**config.mk**
```make
export PLATFORM = sky130hd
export DESIGN_NAME = zfs_corrector
export DESIGN_NICKNAME = d
export VERILOG_FILES = /design/src/rtl/zfs_corr_pkg.sv /design/src/rtl/zfs_cal_regs.sv /design/src/rtl/zfs_rdiv.sv /design/src/rtl/zfs_corrector.sv
export SDC_FILE = /design/constraint.sdc
export NUM_CORES = 1
export LEC_CHECK = 0
export BUFFER_PORTS_ARGS = -buffer_cell sky130_fd_sc_hd__buf_2
export CAP_MARGIN = 0
export CELL_PAD_IN_SITES_DETAIL_PLACEMENT = 1
export CELL_PAD_IN_SITES_GLOBAL_PLACEMENT = 2
export CORE_ASPECT_RATIO = 2
export CORE_UTILIZATION = 39
export DETAILED_ROUTE_END_ITERATION = 7
export GPL_TIMING_DRIVEN = 1
export PLACE_DENSITY_LB_ADDON = 0.1
export SLEW_MARGIN = 25
export SYNTH_ARGS = -nofsm -noshare
export SYNTH_HDL_FRONTEND = slang
export SYNTH_HIERARCHICAL = 1
export SYNTH_SLANG_ARGS = --single-unit
```
**constraint.sdc**
```tcl
create_clock -name clk -period 4.1 [get_ports clk]
set_input_delay 0.205 -clock clk [delete_from_list [all_inputs] [get_ports clk]]
set_output_delay 0.205 -clock clk [all_outputs]
set_load 0.1 [all_outputs]
```
**src/rtl/zfs_corr_pkg.sv**
```systemverilog
package zfs_corr_pkg;

  typedef enum logic [1:0] {
    ST_IDLE = 2'd0,
    ST_RUN  = 2'd1,
    ST_HOLD = 2'd2
  } zfs_state_e;

endpackage

```
**src/rtl/zfs_cal_regs.sv**
```systemverilog
module zfs_cal_regs #(
  parameter int CNT_W = 16
) (
  input  logic             clk,
  input  logic             rst_n,
  input  logic             nz_load,
  input  logic [CNT_W-1:0] nz_value,
  input  logic             nfs_load,
  input  logic [CNT_W-1:0] nfs_value,
  output logic [CNT_W-1:0] nz_q,
  output logic [CNT_W-1:0] span,
  output logic             cal_bad
);

  logic [CNT_W-1:0] nfs_q;

  always_ff @(posedge clk or negedge rst_n) begin
    if (!rst_n) begin
      nz_q  <= '0;
      nfs_q <= '0;
    end else begin
      if (nz_load)  nz_q  <= nz_value;
      if (nfs_load) nfs_q <= nfs_value;
    end
  end

  assign cal_bad = (nfs_q <= nz_q);
  assign span    = nfs_q - nz_q;

  AST_NZ_KEEP: assert property (@(posedge clk) disable iff (!rst_n)
    !nz_load |=> $stable(nz_q));
  AST_NFS_KEEP: assert property (@(posedge clk) disable iff (!rst_n)
    !nfs_load |=> $stable(nfs_q));

endmodule

```
**src/rtl/zfs_rdiv.sv**
```systemverilog
module zfs_rdiv #(
  parameter int NUM_W = 25,
  parameter int DEN_W = 16
) (
  input  logic             clk,
  input  logic             rst_n,
  input  logic             start,
  input  logic [NUM_W-1:0] num,
  input  logic [DEN_W-1:0] den,
  output logic             done,
  output logic [NUM_W-1:0] quo
);

  localparam int CW = $clog2(NUM_W + 1);

  logic [NUM_W-1:0] num_sh;
  logic [DEN_W-1:0] den_q;
  logic [DEN_W-1:0] rem;
  logic [CW-1:0]    cnt;
  logic             busy;

  // one restoring step: bring down next dividend bit, try to subtract
  logic [DEN_W:0]   rem_sh;
  logic             fits;
  logic [DEN_W:0]   rem_nx;

  assign rem_sh = {rem, num_sh[NUM_W-1]};
  assign fits   = (rem_sh >= {1'b0, den_q});
  assign rem_nx = fits ? (rem_sh - {1'b0, den_q}) : rem_sh;

  always_ff @(posedge clk or negedge rst_n) begin
    if (!rst_n) begin
      num_sh <= '0;
      den_q  <= '0;
      rem    <= '0;
      cnt    <= '0;
      busy   <= 1'b0;
      done   <= 1'b0;
      quo    <= '0;
    end else begin
      done <= 1'b0;
      if (start) begin
        num_sh <= num;
        den_q  <= den;
        rem    <= '0;
        quo    <= '0;
        cnt    <= CW'(NUM_W);
        busy   <= 1'b1;
      end else if (busy) begin
        num_sh <= num_sh << 1;
        rem    <= rem_nx[DEN_W-1:0];
        quo    <= {quo[NUM_W-2:0], fits};
        cnt    <= cnt - 1'b1;
        if (cnt == CW'(1)) begin
          busy <= 1'b0;
          done <= 1'b1;
        end
      end
    end
  end

  AST_REM_BELOW_DEN: assert property (@(posedge clk) disable iff (!rst_n)
    busy |-> (rem < den_q));
  AST_DONE_PULSE: assert property (@(posedge clk) disable iff (!rst_n)
    done |=> !done);

endmodule

```
**src/rtl/zfs_corrector.sv**
```systemverilog
module zfs_corrector #(
  parameter int CNT_W = 16,
  parameter int OUT_W = 8
) (
  input  logic             clk,
  input  logic             rst_n,
  input  logic             nz_load,
  input  logic [CNT_W-1:0] nz_value,
  input  logic             nfs_load,
  input  logic [CNT_W-1:0] nfs_value,
  input  logic             meas_valid,
  input  logic [CNT_W-1:0] meas_count,
  output logic             meas_ready,
  output logic             res_valid,
  input  logic             res_ready,
  output logic [OUT_W-1:0] res_code,
  output logic             res_err
);

  import zfs_corr_pkg::*;

  localparam int DW   = CNT_W + OUT_W + 1;
  localparam int QMAX = (1 << OUT_W) - 1;

  // offset-free count shifted up by OUT_W, plus half the span for rounding
  function automatic logic [DW-1:0] scaled_dividend(
    input logic [CNT_W-1:0] diff,
    input logic [CNT_W-1:0] spn
  );
    logic [DW-1:0] wide;
    wide = DW'(diff) << OUT_W;
    return wide + DW'(spn >> 1);
  endfunction

  function automatic logic [OUT_W-1:0] sat_code(input logic [DW-1:0] q);
    return (q > DW'(QMAX)) ? OUT_W'(QMAX) : q[OUT_W-1:0];
  endfunction

  zfs_state_e       state;
  logic [CNT_W-1:0] nz_q;
  logic [CNT_W-1:0] span;
  logic             cal_bad;
  logic             accept;
  logic             direct_zero;
  logic             div_start;
  logic             div_done;
  logic [DW-1:0]    div_quo;
  logic [DW-1:0]    dividend;

  zfs_cal_regs #(.CNT_W(CNT_W)) u_cal (
    .clk      (clk),
    .rst_n    (rst_n),
    .nz_load  (nz_load),
    .nz_value (nz_value),
    .nfs_load (nfs_load),
    .nfs_value(nfs_value),
    .nz_q     (nz_q),
    .span     (span),
    .cal_bad  (cal_bad)
  );

  assign meas_ready  = (state == ST_IDLE);
  assign res_valid   = (state == ST_HOLD);
  assign accept      = meas_valid && meas_ready;
  assign direct_zero = (meas_count <= nz_q);
  assign div_start   = accept && !cal_bad && !direct_zero;
  assign dividend    = scaled_dividend(meas_count - nz_q, span);

  zfs_rdiv #(.NUM_W(DW), .DEN_W(CNT_W)) u_div (
    .clk  (clk),
    .rst_n(rst_n),
    .start(div_start),
    .num  (dividend),
    .den  (span),
    .done (div_done),
    .quo  (div_quo)
  );

  always_ff @(posedge clk or negedge rst_n) begin
    if (!rst_n) begin
      state    <= ST_IDLE;
      res_code <= '0;
      res_err  <= 1'b0;
    end else begin
      unique case (state)
        ST_IDLE: begin
          if (accept) begin
            if (cal_bad) begin
              res_code <= '0;
              res_err  <= 1'b1;
              state    <= ST_HOLD;
            end else if (direct_zero) begin
              res_code <= '0;
              res_err  <= 1'b0;
              state    <= ST_HOLD;
            end else begin
              state <= ST_RUN;
            end
          end
        end
        ST_RUN: begin
          if (div_done) begin
            res_code <= sat_code(div_quo);
            res_err  <= 1'b0;
            state    <= ST_HOLD;
          end
        end
        ST_HOLD: begin
          if (res_ready) state <= ST_IDLE;
        end
        default: state <= ST_IDLE;
      endcase
    end
  end

  AST_HOLD_STABLE: assert property (@(posedge clk) disable iff (!rst_n)
    (res_valid && !res_ready) |=> (res_valid && $stable(res_code) && $stable(res_err)));
  AST_ERR_ZERO: assert property (@(posedge clk) disable iff (!rst_n)
    (res_valid && res_err) |-> (res_code == '0));
  AST_NO_ACCEPT_BUSY: assert property (@(posedge clk) disable iff (!rst_n)
    accept |=> !meas_ready);
  AST_DONE_IN_RUN: assert property (@(posedge clk) disable iff (!rst_n)
    div_done |-> (state == ST_RUN));

endmodule

```
==> run metrics <==
first-pass GRT wire length around 40000 um; Min Clock Period, post-route 3760 ps; most frequent cells in the layout 131 x dfrtp_1, 95 x o21ai_0, 90 x nand2_1, 76 x nor2_1, 73 x inv_1; Worst Hold Class in -> reg; Nets ~1100; register area share after synthesis 0.381; clk buf depth 2; gr usage total 0.230; Final Max Tran Viols 0; CP Class reg -> reg; Post-Syn Nets between 1000 and 1500; routed vias/inst between 5 and 6; pre-CTS WS between 10 and 15 ps; # port buffers 64; largest net degree at the start of global routing 79; Die W roughly 110 um; Final Non-Filler Cells approximately 1300; power consumption a little over 0.008 W; fmax around 0.27 GHz; Final Hold Viols 0; final setup margin roughly 340 ps; clock-pin slew on the worst setup and hold paths around 60 ps; fraction of power consumed by the clock network 0.189; # fillers between 2000 and 3000; top_reg_cell synth dfrtp_1; CP required ~4500 ps; setup repair after global routing missed its margin false; Worst slew margin 0.379; worst-margin pin slew between 900 and 1000 ps; DRC 0; Peak VDD IR 0.419 mV; Syn Inst Count about 950; Critical Path, Cell by Cell inv_1 -> ha_1 -> or4_1 -> o22a_2 -> a21o_1 -> a21oi_2 -> xnor2_2 -> ha_1 -> a21o_1 -> a21oi_2 -> o21bai_1 -> a21oi_2 -> o21ai_0 -> and3_2 -> nand4b_1 -> xor2_1 -> nand2_1 -> o21ai_0; worst-case hold slack around 19 ps; row cnt between 70 and 80; CTS tree yes; cell mode on critical path a21oi_2; Seq cells post-synth around 130; switching portion of total power 0.461; endpoints failing setup 0; Detailed Routing Iterations Pass 1 4; mean routed wirelength per cell 18.7 um; Mapped Area 8660 sq um; # IOs 65; slowest cell delay on critical path 530 ps; Sink Count ~130; Post-Place Cells roughly 1300; critical path's slowest cell or4_1; Leak 4.86 nW; cell family with most CP delay compound AO/OA/AOI/OAI gates; Root Driver clkbuf_16; later-pin clock latency in the skew report about 440 ps; post-synth cell types a little under 80; Inserted Diodes 0; P&R area growth vs syn 17.2%; Yosys warning count 6; Power Density between 700 and 800 nW/um^2; Post-synth EDFFs 0; Critical Path Start Type flop; Arr. time, crit path 4120 ps; Max Cap Viol 0; DIE AREA roughly 23000 sq um; Gate power share 0.547; final setup TNS 0 ps; Post-Route WL 24600 um; worst path bufs/invs 1; status completed; Post-synth ARST share 1.00; vias in the first global route between 7000 and 8000; CTS H-tree depth 4; syn_area_per_cell between 9 and 10 sq um; most common cell after layout, fill and taps aside dfrtp_1; Die Height between 200 and 250 um; via count between 7000 and 8000; Net Switching roughly 0.0037 W; Clock Skews ~10 ps; total congestion overflow 0; Initial Util 0.400; CP endpoint kind flop; cell internal pwr approximately 0.0044 W; TritonCTS Buffers 17; area of the core about 22000 sq um; Seq pwr share 0.264; layout cells sized above 1 0.161; global placement routability congestion 0.803; CP max FO 4; HPWL Detailed 18800 um; ANT nets after route 0; drt initial violations 200; initial antenna violation count 0; Tcrit/Tclk final 0.918
cells by family (layout without fill, tap and decap cells):
group | Yosys count | in the layout | share of synthesized area
and+or+nand+nor | 269 | 269 | 0.147
AOI/OAI and AO/OA | 241 | 241 | 0.182
DFF | 132 | 132 | 0.381
buffers and inverters | 119 | 213 | 0.0580
muxes | 75 | 75 | 0.0890
adders and majority gates | 61 | 61 | 0.0916
xor gates and xnor gates | 51 | 51 | 0.0516
area by class of cell:
cell class	count	area, sq um	share of cell area
Clock buffer	17	425	0.0419
Clock inverter	15	163	0.0160
Inverter	73	274	0.0270
Multi-Input combinational cell	697	4900	0.483
Sequential cell	132	3310	0.326
Tap cell	273	342	0.0336
Timing Repair Buffer	108	739	0.0728
metrics by stage:
step                      utilization  cell area (sq um)
after global placement          0.426               9230
after global routing            0.468              10200
final                           0.468              10200
after floorplan                     -               8660
after detailed placement        0.426               9230
after CTS                       0.466              10100
power groups by stage:
stage | logic (W) | registers (W) | clock network [W]
after global placement | 0.00433 | 0.00215 | 0
final | 0.00442 | 0.00213 | 0.00153
after floorplan | 0.00321 | 0.00231 | 0
after CTS | 0.00444 | 0.00215 | 0.00158
after detailed placement | 0.00439 | 0.00217 | 0
after global routing | 0.00489 | 0.00220 | 0.00162
cell usage after synthesis (18+ instances only):
master / number / area, sq um
a21oi_1: 42 / 210
clkbuf_1: 22 / 82.6
dfrtp_1: 132 / 3300
ha_1: 57 / 713
inv_1: 73 / 274
mux2i_1: 59 / 591
nand2_1: 90 / 338
nand2b_1: 18 / 113
nand3_1: 20 / 100
nor2_1: 76 / 285
o21ai_0: 95 / 475
xnor2_1: 33 / 289
xor2_1: 18 / 158
timing repair:
action	CTS	global route
setup endpoints to repair	1	8
resized for setup	1	10
hold endpoints to repair	73	0
pin swaps	0	2
hold buffers	28	0
buffers inserted	0	1
path summary, 6_finish.rpt:
path | end | start | cells after the start | slack [ps]
worst max register to register | u_div/num_sh[23]$_DFFE_PN0P_ | u_cal/nz_q[4]$_DFFE_PN0P_ | 18 | 340
min in group asynchronous | u_div/rem[12]$_DFFE_PN0P_ | rst_n | 2 | 290
worst min-delay path | u_cal/nz_q[2]$_DFFE_PN0P_ | nz_value[2] | 3 | 20
worst max-delay path | u_div/num_sh[23]$_DFFE_PN0P_ | u_cal/nz_q[4]$_DFFE_PN0P_ | 18 | 340
max in group asynchronous | u_div/busy$_DFF_PN0_ | rst_n | 3 | 2740
worst min register to register | u_cal/nfs_q[7]$_DFFE_PN0P_ | u_cal/nfs_q[7]$_DFFE_PN0P_ | 1 | 510
flip-flops by register name, summed over array words and instances (netlist names):
signal	cells
u_div/num_sh	25
u_div/quo	25
u_cal/nfs_q	16
u_cal/nz_q	16
u_div/den_q	16
u_div/rem	16
res_code	8
u_div/cnt	5
state	2
res_err	1
u_div/busy	1
u_div/done	1
routing by layer:
| layer | vias to the layer above | part of all wire | GRT usage |
|---|---|---|---|
| met1 | 3481 | 0.36 | 0.220 |
| met5 | - | 0 | 0 |
| met3 | 33 | 0.020 | 0.0360 |
| met2 | 103 | 0.59 | 0.464 |
| met4 | 0 | 0.034 | 0.108 |
| li1 | 3476 | - | - |
worst reg2reg max path, stage by stage, from the launching register on:
cell      delay (ps)
dfrtp_1          350
inv_1             60
ha_1             220
or4_1            530
o22a_2           260
a21o_1           200
a21oi_2          180
xnor2_2          180
ha_1             270
a21o_1           160
a21oi_2          170
o21bai_1         100
a21oi_2          180
o21ai_0          130
and3_2           280
nand4b_1         110
xor2_1           150
nand2_1           60
o21ai_0           70
Note: power is estimated with default switching activity, not from simulation.
